--- config.mk ---
export PLATFORM = sky130hd
export DESIGN_NAME = cmp_interval_timer
export DESIGN_NICKNAME = d
export VERILOG_FILES = /design/src/rtl/cmt_pkg.sv /design/src/rtl/cmt_prescaler.sv /design/src/rtl/cmt_counter.sv /design/src/rtl/cmt_flag.sv /design/src/rtl/cmp_interval_timer.sv
export SDC_FILE = /design/constraint.sdc
export NUM_CORES = 1
export LEC_CHECK = 0
export BUFFER_PORTS_ARGS = -buffer_cell sky130_fd_sc_hd__buf_2
export CORE_MARGIN = 2
export CORE_UTILIZATION = 48
export CTS_BUF_LIST = sky130_fd_sc_hd__clkbuf_8
export DETAILED_ROUTE_END_ITERATION = 8
export PLACE_DENSITY_LB_ADDON = 0.15
export SYNTH_ARGS = -nofsm -noshare
export SYNTH_HDL_FRONTEND = slang
export SYNTH_SLANG_ARGS = --single-unit
--- constraint.sdc ---
create_clock -name clk -period 5.08 [get_ports clk]
set_input_delay 1.016 -clock clk [delete_from_list [all_inputs] [get_ports clk]]
set_output_delay 1.016 -clock clk [all_outputs]
set_load 0.005 [all_outputs]
--- src/rtl/cmt_pkg.sv ---
package cmt_pkg;
  typedef enum logic [1:0] {
    REG_CTRL  = 2'd0,
    REG_STAT  = 2'd1,
    REG_COUNT = 2'd2,
    REG_CONST = 2'd3
  } reg_addr_e;

  localparam int CTRL_RUN_BIT = 0;
  localparam int CTRL_IE_BIT  = 1;
  localparam int CTRL_SEL_LO  = 2;
  localparam int STAT_FLAG_BIT = 0;
endpackage

--- src/rtl/cmt_prescaler.sv ---
module cmt_prescaler #(
  parameter int BASE_LOG2 = 3,
  parameter int STEP_LOG2 = 2,
  parameter int SEL_W     = 2
) (
  input  logic             clk,
  input  logic             rst_n,
  input  logic             sync_clr,
  input  logic [SEL_W-1:0] sel,
  output logic             tick
);
  localparam int N_SEL = 1 << SEL_W;
  localparam int PRE_W = BASE_LOG2 + STEP_LOG2 * (N_SEL - 1);

  logic [PRE_W-1:0] phase;
  logic [N_SEL-1:0] taps;

  always_ff @(posedge clk or negedge rst_n) begin
    if (!rst_n)        phase <= '0;
    else if (sync_clr) phase <= '0;
    else               phase <= phase + 1'b1;
  end

  generate
    for (genvar g = 0; g < N_SEL; g++) begin : g_tap
      localparam int SH = BASE_LOG2 + STEP_LOG2 * g;
      assign taps[g] = &phase[SH-1:0];
    end
  endgenerate

  assign tick = taps[sel];

  a_r2_no_back_to_back: assert property (@(posedge clk) disable iff (!rst_n || sync_clr)
    tick |=> !tick);

  a_r10_phase_restart: assert property (@(posedge clk) disable iff (!rst_n)
    sync_clr |=> !tick);
endmodule

--- src/rtl/cmt_counter.sv ---
module cmt_counter #(
  parameter int CNT_W = 16
) (
  input  logic             clk,
  input  logic             rst_n,
  input  logic             sync_clr,
  input  logic             tick,
  input  logic             run,
  input  logic             load,
  input  logic [CNT_W-1:0] load_val,
  input  logic [CNT_W-1:0] limit,
  output logic [CNT_W-1:0] count,
  output logic             match
);
  logic step;

  assign step  = tick && run;
  assign match = step && !sync_clr && !load && (count == limit);

  always_ff @(posedge clk or negedge rst_n) begin
    if (!rst_n)        count <= '0;
    else if (sync_clr) count <= '0;
    else if (load)     count <= load_val;
    else if (step)     count <= (count == limit) ? '0 : count + 1'b1;
  end

  a_r4_hold_when_stopped: assert property (@(posedge clk) disable iff (!rst_n)
    (!run && !load && !sync_clr) |=> $stable(count));

  a_r5_clear_on_match: assert property (@(posedge clk) disable iff (!rst_n)
    match |=> (count == '0));

  a_r9_load_wins: assert property (@(posedge clk) disable iff (!rst_n)
    (load && !sync_clr) |=> (count == $past(load_val)));

  a_r10_standby_zero: assert property (@(posedge clk) disable iff (!rst_n)
    sync_clr |=> (count == '0));
endmodule

--- src/rtl/cmt_flag.sv ---
module cmt_flag (
  input  logic clk,
  input  logic rst_n,
  input  logic match,
  input  logic stat_rd,
  input  logic stat_wr,
  input  logic stat_wbit,
  output logic flag
);
  logic armed;
  logic clr_req;

  assign clr_req = stat_wr && armed && !stat_wbit;

  always_ff @(posedge clk or negedge rst_n) begin
    if (!rst_n) begin
      flag  <= 1'b0;
      armed <= 1'b0;
    end else begin
      if (match)        flag <= 1'b1;
      else if (clr_req) flag <= 1'b0;
      if (stat_wr)                armed <= 1'b0;
      else if (stat_rd && flag)   armed <= 1'b1;
    end
  end

  a_r7_set_wins: assert property (@(posedge clk) disable iff (!rst_n)
    match |=> flag);

  a_r6_clear_needs_read: assert property (@(posedge clk) disable iff (!rst_n)
    (flag && !armed) |=> flag);
endmodule

--- src/rtl/cmp_interval_timer.sv ---
module cmp_interval_timer
  import cmt_pkg::*;
#(
  parameter int CNT_W     = 16,
  parameter int SEL_W     = 2,
  parameter int BASE_LOG2 = 3,
  parameter int STEP_LOG2 = 2
) (
  input  logic             clk,
  input  logic             rst_n,
  input  logic             standby_clr,
  input  logic             bus_wr,
  input  logic             bus_rd,
  input  logic [1:0]       bus_addr,
  input  logic [CNT_W-1:0] bus_wdata,
  output logic [CNT_W-1:0] bus_rdata,
  output logic             irq
);
  localparam int SEL_HI = CTRL_SEL_LO + SEL_W - 1;

  reg_addr_e        addr;
  logic             run_q;
  logic             ie_q;
  logic [SEL_W-1:0] sel_q;
  logic [CNT_W-1:0] limit_q;
  logic             tick;
  logic [CNT_W-1:0] count;
  logic             match;
  logic             flag;
  logic             wr_ctrl, wr_stat, wr_count, wr_const, rd_stat;

  assign addr     = reg_addr_e'(bus_addr);
  assign wr_ctrl  = bus_wr && (addr == REG_CTRL);
  assign wr_stat  = bus_wr && (addr == REG_STAT);
  assign wr_count = bus_wr && (addr == REG_COUNT);
  assign wr_const = bus_wr && (addr == REG_CONST);
  assign rd_stat  = bus_rd && (addr == REG_STAT);

  always_ff @(posedge clk or negedge rst_n) begin
    if (!rst_n) begin
      run_q   <= 1'b0;
      ie_q    <= 1'b0;
      sel_q   <= '0;
      limit_q <= '1;
    end else begin
      if (wr_ctrl) begin
        run_q <= bus_wdata[CTRL_RUN_BIT];
        ie_q  <= bus_wdata[CTRL_IE_BIT];
        sel_q <= bus_wdata[SEL_HI:CTRL_SEL_LO];
      end
      if (wr_const) limit_q <= bus_wdata;
    end
  end

  cmt_prescaler #(
    .BASE_LOG2(BASE_LOG2),
    .STEP_LOG2(STEP_LOG2),
    .SEL_W    (SEL_W)
  ) u_pre (
    .clk     (clk),
    .rst_n   (rst_n),
    .sync_clr(standby_clr),
    .sel     (sel_q),
    .tick    (tick)
  );

  cmt_counter #(.CNT_W(CNT_W)) u_cnt (
    .clk     (clk),
    .rst_n   (rst_n),
    .sync_clr(standby_clr),
    .tick    (tick),
    .run     (run_q),
    .load    (wr_count),
    .load_val(bus_wdata),
    .limit   (limit_q),
    .count   (count),
    .match   (match)
  );

  cmt_flag u_flag (
    .clk      (clk),
    .rst_n    (rst_n),
    .match    (match),
    .stat_rd  (rd_stat),
    .stat_wr  (wr_stat),
    .stat_wbit(bus_wdata[STAT_FLAG_BIT]),
    .flag     (flag)
  );

  assign irq = flag && ie_q;

  always_comb begin
    bus_rdata = '0;
    case (addr)
      REG_CTRL: begin
        bus_rdata[CTRL_RUN_BIT]         = run_q;
        bus_rdata[CTRL_IE_BIT]          = ie_q;
        bus_rdata[SEL_HI:CTRL_SEL_LO]   = sel_q;
      end
      REG_STAT:  bus_rdata[STAT_FLAG_BIT] = flag;
      REG_COUNT: bus_rdata = count;
      REG_CONST: bus_rdata = limit_q;
      default:   bus_rdata = '0;
    endcase
  end

  a_r8_irq_needs_enable: assert property (@(posedge clk) disable iff (!rst_n)
    (wr_ctrl && !bus_wdata[CTRL_IE_BIT]) |=> !irq);
endmodule

==> impl_metrics.py, run 1 <==
metrics = {
    "worst_setup_path": {
        "crit_path_end_kind": "output pin",
        "required_ps": 4060,
        "critPathMaxFanout": 22,
        "worstReg2RegEnd": "u_cnt.count[4]",
        "r2r_cells": 9,
        "path_delay_family": "buffers and inverters",
        "crit_chain": "buf_2 > mux2_2 > a22o_1 > buf_2",
        "critPathLaunchType": "primary input",
        "reg2reg_slack_ps": 2760,
        "r2r_start": "u_pre.phase[0]",
        "worstSetupPathType": "in -> out",
        "path_common_cell": "buf_2",
        "critPathArrivalTime_ps": 2220,
        "critPathMaxStageDelay_ps": 460,
        "crit_path_top_delay_cell": "buf_2",
        "path_buf_inv": 2,
    },
    "synth": {
        "ys_seq_area_share_pct": 40.80,
        "synth-edff-count": 0,
        "yosys.area.top_type_share_pct": 26.46,
        "muxShareOfSynthArea_pct": 13.83,
        "synth_seq_cells": 47,
        "yosys.area_share.simple_pct": 18.82,
        "synth_nets": 320,
        "ys_types": 47,
        "yosysTopAreaCell": "dfrtp_1",
        "synth_xor_area_share_pct": 5.378,
        "async_flop_share_pct": 100.0,
        "synthFlopType": "dfrtp_1",
        "netlist_area_um2": 2932,
        "postSynthCellCount": 292,
        "syn_area_per_cell_um2": 10.04,
        "synth_top_family_by_area": "simple AND/OR/NAND/NOR gates",
        "synth_common_cells": "dfrtp_1, mux2_2, nand2_1",
        "synthAdderAreaFrac_pct": 2.134,
        "yosysMostFrequentCell": "dfrtp_1",
        "synth_compound_area_share_pct": 13.79,
        "yosys-top-cells-area": "dfrtp_1, dfstp_2, mux2_2",
        "ys_warn_count": 0,
    },
    "clock_tree": {
        "cts_root_buffer": "clkbuf_8",
        "clk_path_buf_depth": 2,
        "clock_latency_ps": 300,
        "cts_resized": 0,
        "cts_tree": "built",
        "cts_buffers": 5,
        "path_clk_slew_ps": 90,
        "ctsHtreeMaxLevel": 2,
        "ctsHoldBuffers": 0,
        "postCtsSetupBuffers": 0,
        "clock_sinks": 47,
    },
    "die": {
        "coreArea_um2": 5921,
        "rows": 28,
        "ios": 40,
        "start_util_pct": 49.51,
        "dieArea_um2": 6749,
        "fp.dieW_um": 82.15,
        "die_h_um": 82.15,
    },
    "timing": {
        "fmax_ghz": 0.3093,
        "max_slew_margin_pct": 28.08,
        "worst_pin_slew_ps": 1075,
        "hold_ws_ps": 474.8,
        "maxSlewViolCount": 0,
        "finalSetupViolations": 0,
        "final-hold-violation-count": 0,
        "fin_tns_setup_ps": 0,
        "setup_ws_ps": 1847,
        "min_period_ps": 3233,
        "worst_clock_skew_ps": 7.475,
        "rsz0062_at_grt": "no",
        "period_share_pct": 63.63,
    },
    "grt": {
        "antenna_found_initial": 0,
        "grt_pass1_wl_mm": 10.74,
        "grt_pass1_vias": 2153,
        "overflow": 0,
        "track_usage_pct": 21.11,
        "grt_max_degree": 48,
    },
    "pwr": {
        "cellPowerDensity_nw_per_um2": 317.8,
        "leakagePower_nw": 1.389,
        "finalPower_mw": 1.032,
        "irDropWorstVdd_mv": 0.1440,
    },
    "drt": {
        "num_vias": 2282,
        "via_per_inst": 5.777,
        "wirelength_mm": 6.549,
        "drt_first_pass_iters": 4,
        "drc_errors": 0,
        "wl_per_cell_um": 16.58,
        "drt-initial-drc-count": 122,
        "drtAntennaViolNets": 0,
    },
    "placed_design": {
        "routabilityCongestion": 0.7709,
        "place_inst": 387,
        "dpl.hpwl_mm": 4.704,
        "portBuffers": 39,
        "post_dp_cell_area_um2": 3115,
        "preCtsSetupSlack_ps": 1841,
    },
    "layout": {
        "stdcell_area_um2": 3248,
        "final_util_pct": 54.86,
        "drive_gt1_share_pct": 30.00,
        "instances_no_fill": 395,
        "multi_input_area_um2": 1582,
        "final_nets": 347,
        "nFillCells": 549,
        "insertedDiodeCount": 0,
        "area_growth_pct": 10.80,
        "layout.area.seq_um2": 1196,
    },
    "worst_hold_path": {
        "hp-class": "reg -> reg",
        "worstHoldStart": "u_pre.phase[0]",
        "min_to": "u_pre.phase[0]",
        "holdPathStages": 1,
    },
    "run": {
        "drv_cap": 0,
    },
    "run_status": {
        "outcome": "complete, no violations",
    },
}
## sequential cells by signal (all words and copies together) (netlist names)
register,cells
limit_q,16
u_flag.armed,1
u_pre.phase,9
ie_q,1
u_flag.flag,1
u_cnt.count,16
sel_q,2
run_q,1
## logic make-up (layout without fill, tap and decap cells)
family,after synthesis,in the layout
DFF,47,47
adders and majority gates,5,5
buffers and inverters,32,60
muxes,36,36
and+or+nand+nor,96,96
xor gates and xnor gates,18,18
AOI/OAI and AO/OA,58,58
## routing by layer
layer  vias to the layer above  wire length (µm)  track usage, %
li1                       1122                 -               -
met3                         7               306           3.696
met5                         -                 0               0
met1                      1098              3069           28.20
met4                         0                80           6.333
met2                        55              3093           35.12
## power breakdown
part | switching [mW] | internal [mW] | leakage (nW) | total [mW]
Clock | 0.124 | 0.195 | 0.0695 | 0.318
Combinational | 0.107 | 0.105 | 0.739 | 0.212
Sequential | 0.0620 | 0.440 | 0.581 | 0.502
## final cells by class
class | instances | area share, %
Multi-Input combinational cell | 213 | 48.69
Clock inverter | 3 | 1.965
Inverter | 13 | 1.502
Sequential cell | 47 | 36.83
Clock buffer | 5 | 2.119
Tap cell | 75 | 2.889
Timing Repair Buffer | 39 | 6.009
## worst reg2reg max path: cells and delay by family, from the launching register on
| kind | cells | cell delay [ps] |
|---|---|---|
| simple gates | 1 | 140 |
| buf+inv | 1 | 60 |
| mux | 1 | 270 |
| compound gates | 4 | 970 |
| fa+ha+maj | 2 | 400 |
| flops | 1 | 410 |
## how the worst max path moves through the flow
stage / start / to / slack [ps] / cells past startpoint
after global routing: bus_addr[0] / bus_rdata[1] / 1750 / 4
after floorplan: bus_addr[0] / bus_rdata[1] / 2250 / 3
after global placement: bus_addr[0] / bus_rdata[1] / 1830 / 4
final: bus_addr[0] / bus_rdata[1] / 1850 / 4
after CTS: bus_addr[0] / bus_rdata[1] / 1820 / 4
after detailed placement: bus_addr[0] / bus_rdata[1] / 1840 / 4
## cell usage in the layout (no fill, tap or decap), types with 2 or more instances in the layout
| master | count |
|---|---|
| a22o_1 | 3 |
| o21ai_1 | 2 |
| o21ai_0 | 10 |
| o31a_1 | 2 |
| a21oi_1 | 12 |
| xor2_1 | 17 |
| inv_1 | 14 |
| ha_1 | 5 |
| o21a_1 | 3 |
| nor3_1 | 3 |
| mux2i_1 | 12 |
| nand3_2 | 3 |
| dfrtp_1 | 31 |
| nor2_1 | 11 |
| buf_2 | 39 |
| clkbuf_8 | 5 |
| nand3_1 | 9 |
| a31oi_1 | 6 |
| and3_1 | 3 |
| nand3b_1 | 2 |
| nor2b_1 | 18 |
| bufinv_16 | 2 |
| mux2_2 | 22 |
| a22oi_1 | 7 |
| nand4_1 | 8 |
| nor4_1 | 6 |
| or3_1 | 2 |
| nand2_1 | 21 |
| o221ai_1 | 7 |
| dfstp_2 | 16 |
| nand2b_1 | 2 |
| nor4_2 | 3 |
Power figures use the tool's default switching activity.
==> run 2: changes to the inputs <==
clock period = 3.1 ns   (was 5.08 ns; I/O delays follow)
==> run 2 against run 1 <==
Net effect: clock power is 41% higher; first-iteration DRC count is 36% higher; setup slack got worse by 1100 ps; cell count up 1.0%; combinational power increased by 65%; highest routed layer unchanged; count of clock-buffer cells in the layout stayed put; utilization grew 0.13 points.
==> impl_metrics.py, run 2 (same netlist as run 1, synthesis figures left out) <==
metrics = {
    "placed_design": {
        "portBuffers": 39,
        "routabilityCongestion": 0.8124,
        "post_dp_cell_area_um2": 3146,
        "dpl.hpwl_mm": 4.876,
    },
    "worst_setup_path": {
        "worstReg2RegEnd": "u_cnt.count[3]",
        "reg2reg_slack_ps": 780,
        "r2r_start": "u_pre.phase[0]",
        "critPathArrivalTime_ps": 2540,
        "required_ps": 3310,
        "worstSetupPathType": "reg -> reg",
        "critPathLaunchType": "flop",
        "r2r_cells": 9,
        "critPathMaxFanout": 15,
        "crit_path_end_kind": "flop",
    },
    "timing": {
        "worst_pin_slew_ps": 1006,
        "rsz0062_at_grt": "no",
        "hold_ws_ps": 477.4,
        "worst_clock_skew_ps": 10.42,
        "fin_tns_setup_ps": 0,
        "maxSlewViolCount": 0,
        "max_slew_margin_pct": 32.97,
        "finalSetupViolations": 0,
        "period_share_pct": 74.92,
        "final-hold-violation-count": 0,
        "min_period_ps": 2323,
        "fmax_ghz": 0.4306,
    },
    "run": {
        "drv_cap": 0,
    },
    "grt": {
        "antenna_found_initial": 0,
        "grt_pass1_vias": 2212,
        "track_usage_pct": 21.78,
        "overflow": 0,
        "grt_max_degree": 46,
        "grt_pass1_wl_mm": 11.13,
    },
    "clock_tree": {
        "path_clk_slew_ps": 90,
        "postCtsSetupBuffers": 0,
        "cts_root_buffer": "clkbuf_8",
        "cts_resized": 0,
        "cts_buffers": 5,
        "cts_tree": "built",
        "clock_sinks": 47,
        "clk_path_buf_depth": 2,
        "clock_latency_ps": 300,
        "ctsHtreeMaxLevel": 2,
        "ctsHoldBuffers": 0,
    },
    "pwr": {
        "leakagePower_nw": 1.395,
        "irDropWorstVdd_mv": 0.1978,
        "cellPowerDensity_nw_per_um2": 497.7,
        "finalPower_mw": 1.620,
    },
    "layout": {
        "reg.largest.list": "limit_q: 16 flops, u_cnt.count: 16 flops, u_pre.phase: 9 flops",
        "final_cell_mix": "buf_2, dfrtp_1, mux2_2",
        "final_common_cell": "buf_2",
        "insertedDiodeCount": 0,
        "drive_gt1_share_pct": 30.86,
        "final_nets": 351,
        "area_growth_pct": 11.05,
        "stdcell_area_um2": 3256,
        "nFillCells": 557,
    },
    "worst_hold_path": {
        "hp-class": "in -> async",
    },
    "drt": {
        "drt_first_pass_iters": 4,
        "via_per_inst": 5.769,
        "wirelength_mm": 6.751,
        "wl_per_cell_um": 16.92,
        "drt-initial-drc-count": 166,
        "drtAntennaViolNets": 0,
        "drc_errors": 0,
        "num_vias": 2302,
    },
    "die": {
        "die_h_um": 82.15,
        "start_util_pct": 49.51,
        "fp.dieW_um": 82.15,
        "dieArea_um2": 6749,
        "ios": 40,
        "coreArea_um2": 5921,
        "rows": 28,
    },
    "run_status": {
        "outcome": "complete, no violations",
    },
}
==> run 2: cell count changes in the layout (fill, tap and decap cells not counted) <==
cell,change
buf_4,+4
clkinvlp_4,+1
bufinv_16,-1
==> run 2: worst max-delay path, stage by stage (launching register included) <==
cell and delay (ps):
dfrtp_1 420, ha_1 240, nand3_2 140, inv_1 60
ha_1 170, mux2_4 260, o21a_1 230, a21oi_4 430
a21oi_1 90, o221ai_1 190
==> run 2: stage by stage <==
stage          instances  util, %  worst slack (ps)
5_1_grt              399    54.99             582.7
6_report             399    54.99             777.4
4_1_cts              399    54.99             776.1
3_3_place_gp         391    53.13             819.1
2_1_floorplan        292        -              1057
3_5_place_dp         391    53.13             770.2
==> run 2: how the worst max path moves through the flow <==
stage,depth (start not counted),start,slack [ps],endpoint
floorplan,10,u_pre.phase[0],1060,u_cnt.count[14]
global placement,4,bus_addr[0],820,bus_rdata[1]
detailed placement,5,bus_addr[0],770,u_cnt.count[6]
CTS,9,u_pre.phase[0],780,u_cnt.count[4]
global route,9,u_pre.phase[0],580,u_cnt.count[14]
finish,9,u_pre.phase[0],780,u_cnt.count[3]
==> run 2: where the power goes <==
part | leakage [nW] | internal [mW] | total, mW | switching (mW)
Clock | 0.0556 | 0.238 | 0.447 | 0.209
Combinational | 0.758 | 0.174 | 0.350 | 0.177
Sequential | 0.581 | 0.721 | 0.823 | 0.102
==> run 2: layout make-up <==
class	instances	area, µm²	area share (%)
Clock buffer	5	68.82	2.114
Clock inverter	3	41.29	1.268
Inverter	13	48.80	1.499
Multi-Input combinational cell	213	1582	48.58
Sequential cell	47	1196	36.74
Tap cell	75	93.84	2.882
Timing Repair Buffer	43	225.2	6.918
==> run 2: layer usage <==
metal  vias to the layer above  global-route usage [%]  share of wire (%)
met5                         -                       0                  0
met4                         0                   4.500               0.59
met3                         4                   4.783                4.3
met2                        57                   34.39                 48
met1                      1118                   30.97                 48
li1                       1123                       -                  -
==> run 3: changes to the inputs <==
clock period = 2.4 ns   (was 3.1 ns; I/O delays follow)
==> run 3 against run 2 <==
Net effect: sequential power increased by 28%; wire length is 1.9% higher; fmax rose by 6.6%; cell area up 3.1%; power is 33% higher; sequential share of layout area down 1.1 points; sequential cell count did not move; clock power up 36%; register-to-register slack got worse by 560 ps; non-clock buffer count is 8 higher; utilization grew 1.7 points; die area is the same; critical path type unchanged; largest cell class unchanged.
==> impl_metrics.py, run 3 (same netlist as run 1, synthesis figures left out) <==
metrics = {
    "pwr": {
        "comb_power_share_pct": 22.8,
        "clkPwrFrac_pct": 28.2,
        "switching_share_pct": 29.65,
        "leakagePower_nw": 1.449,
        "p_switching_uw": 638.4,
        "irDropWorstVdd_mv": 0.2801,
        "cellPowerDensity_nw_per_um2": 641.7,
        "seqPwrFrac_pct": 48.9,
        "p_int_mw": 1.515,
    },
    "placed_design": {
        "portBuffers": 39,
        "dpl.hpwl_mm": 4.996,
        "routabilityCongestion": 0.8097,
        "post_dp_cell_area_um2": 3211,
    },
    "timing": {
        "rsz0062_at_grt": "no",
        "fmax_ghz": 0.4591,
        "fin_tns_setup_ps": 0,
        "final-hold-violation-count": 0,
        "maxSlewViolCount": 0,
        "max_slew_margin_pct": 72.14,
        "worst_pin_slew_ps": 417.0,
        "min_period_ps": 2178,
        "worst_clock_skew_ps": 9.080,
        "finalSetupViolations": 0,
        "period_share_pct": 90.75,
    },
    "worst_setup_path": {
        "critPathMaxStageDelay_ps": 400,
        "worstSetupPathType": "reg -> reg",
        "path_common_cell": "ha_1",
        "path_delay_family": "simple AND/OR/NAND/NOR gates",
        "r2r_cells": 9,
        "path_buf_inv": 0,
        "critPathMaxFanout": 6,
        "crit_path_top_delay_cell": "dfrtp_1",
        "crit_chain": "ha_1 > nand3_2 > nor3_1 > ha_1 > nand2_1 > o311a_1 > nor2_4 > nand3b_1 > a311oi_1",
        "crit_path_end_kind": "flop",
        "critPathArrivalTime_ps": 2380,
        "critPathLaunchType": "flop",
        "reg2reg_slack_ps": 220,
        "required_ps": 2600,
        "cp_num_cells": 9,
    },
    "layout": {
        "final_nets": 359,
        "reg.largest.list": "limit_q: 16 flops, u_cnt.count: 16 flops, u_pre.phase: 9 flops",
        "final_cell_mix": "buf_2, dfrtp_1, mux2_2",
        "final_util_pct": 56.68,
        "insertedDiodeCount": 0,
        "drive_gt1_share_pct": 32.83,
        "area_growth_pct": 14.47,
        "stdcell_area_um2": 3356,
        "final_common_cell": "buf_2",
    },
    "clock_tree": {
        "path_clk_slew_ps": 90,
        "clock_latency_ps": 300,
        "clock_sinks": 47,
        "clk_path_buf_depth": 2,
        "ctsHtreeMaxLevel": 2,
        "cts_tree": "built",
        "cts_root_buffer": "clkbuf_8",
        "cts_buffers": 5,
    },
    "die": {
        "ios": 40,
        "rows": 28,
        "fp.dieW_um": 82.15,
        "dieArea_um2": 6749,
        "start_util_pct": 49.51,
        "die_h_um": 82.15,
        "coreArea_um2": 5921,
    },
    "worst_hold_path": {
        "hp-class": "in -> async",
    },
    "grt": {
        "track_usage_pct": 21.71,
        "grt_pass1_vias": 2253,
        "antenna_found_initial": 0,
        "grt_max_degree": 48,
        "overflow": 0,
        "grt_pass1_wl_mm": 11.06,
    },
    "drt": {
        "via_per_inst": 5.742,
        "num_vias": 2337,
        "wirelength_mm": 6.880,
        "drt-initial-drc-count": 124,
        "wl_per_cell_um": 16.90,
        "drc_errors": 0,
        "drt_first_pass_iters": 5,
        "drtAntennaViolNets": 0,
    },
    "run_status": {
        "outcome": "complete, no violations",
    },
    "run": {
        "drv_cap": 0,
    },
}
## run 3: cell count changes in the layout (fill, tap and decap cells not counted), sizes merged
| cell | delta |
|---|---|
| buf | +8 |
| clkbuf | +1 |
| inv | -1 |
| clkinv | +1 |
| clkinvlp | -1 |
## run 3: path summary, 6_finish.rpt
path / start / end
min in group clk: bus_wdata[15] / u_cnt.count[15]
worst min-delay path: rst_n / u_cnt.count[15]
worst min register to register: u_pre.phase[0] / u_pre.phase[0]
max in group asynchronous: rst_n / limit_q[1]
worst max register to register: u_pre.phase[0] / u_cnt.count[0]
worst max-delay path: u_pre.phase[0] / u_cnt.count[0]
## run 3: metal layers
metal	track usage (%)	vias to the layer above	wire length, µm
met4	6.833	0	128
met3	4.348	12	346
met2	34.55	67	3258
met5	0	-	0
li1	-	1134	-
met1	29.84	1124	3148
## run 3: worst reg2reg max path: stages, from the launching register on
cell and delay [ps]:
dfrtp_1 400, ha_1 200, nand3_2 140, nor3_1 210
ha_1 170, nand2_1 80, o311a_1 220, nor2_4 240
nand3b_1 130, a311oi_1 280
## run 3: through the flow
| stage | total power [mW] | cells | setup slack (ps) | hold slack (ps) |
|---|---|---|---|---|
| 3_3_place_gp | 1.538 | 398 | 218.6 | 459.5 |
| 4_1_cts | 2.165 | 406 | 136.5 | 155.0 |
| 2_1_floorplan | 1.377 | 292 | 356.6 | 184.4 |
| 6_report | 2.153 | 407 | 222.0 | 146.9 |
| 3_5_place_dp | 1.552 | 398 | 153.0 | 479.7 |
| 5_1_grt | 2.273 | 407 | 54.35 | 165.9 |
## run 3: cell type report
type                       instances  area (µm²)
multi-input combinational        213        1589
clock buffer                       6       82.58
inverter                          13       48.80
tap                               75       93.84
fill                             532        2565
sequential                        47        1196
clock inverter                     2       35.03
timing repair buffer              51       310.3
## run 3: power groups by stage
stage,Combinational (mW),Clock [mW],Sequential (mW)
floorplan,0.363,0,1.01
finish,0.492,0.608,1.05
global route,0.542,0.658,1.07
global placement,0.478,0,1.06
CTS,0.488,0.625,1.05
detailed placement,0.485,0,1.07
## run 3: timing repair
| action | in CTS | in global routing |
|---|---|---|
| setup endpoints to repair | 0 | 3 |
| hold buffers | 0 | 0 |
| resized for setup | 0 | 1 |
| setup buffers | 0 | 1 |
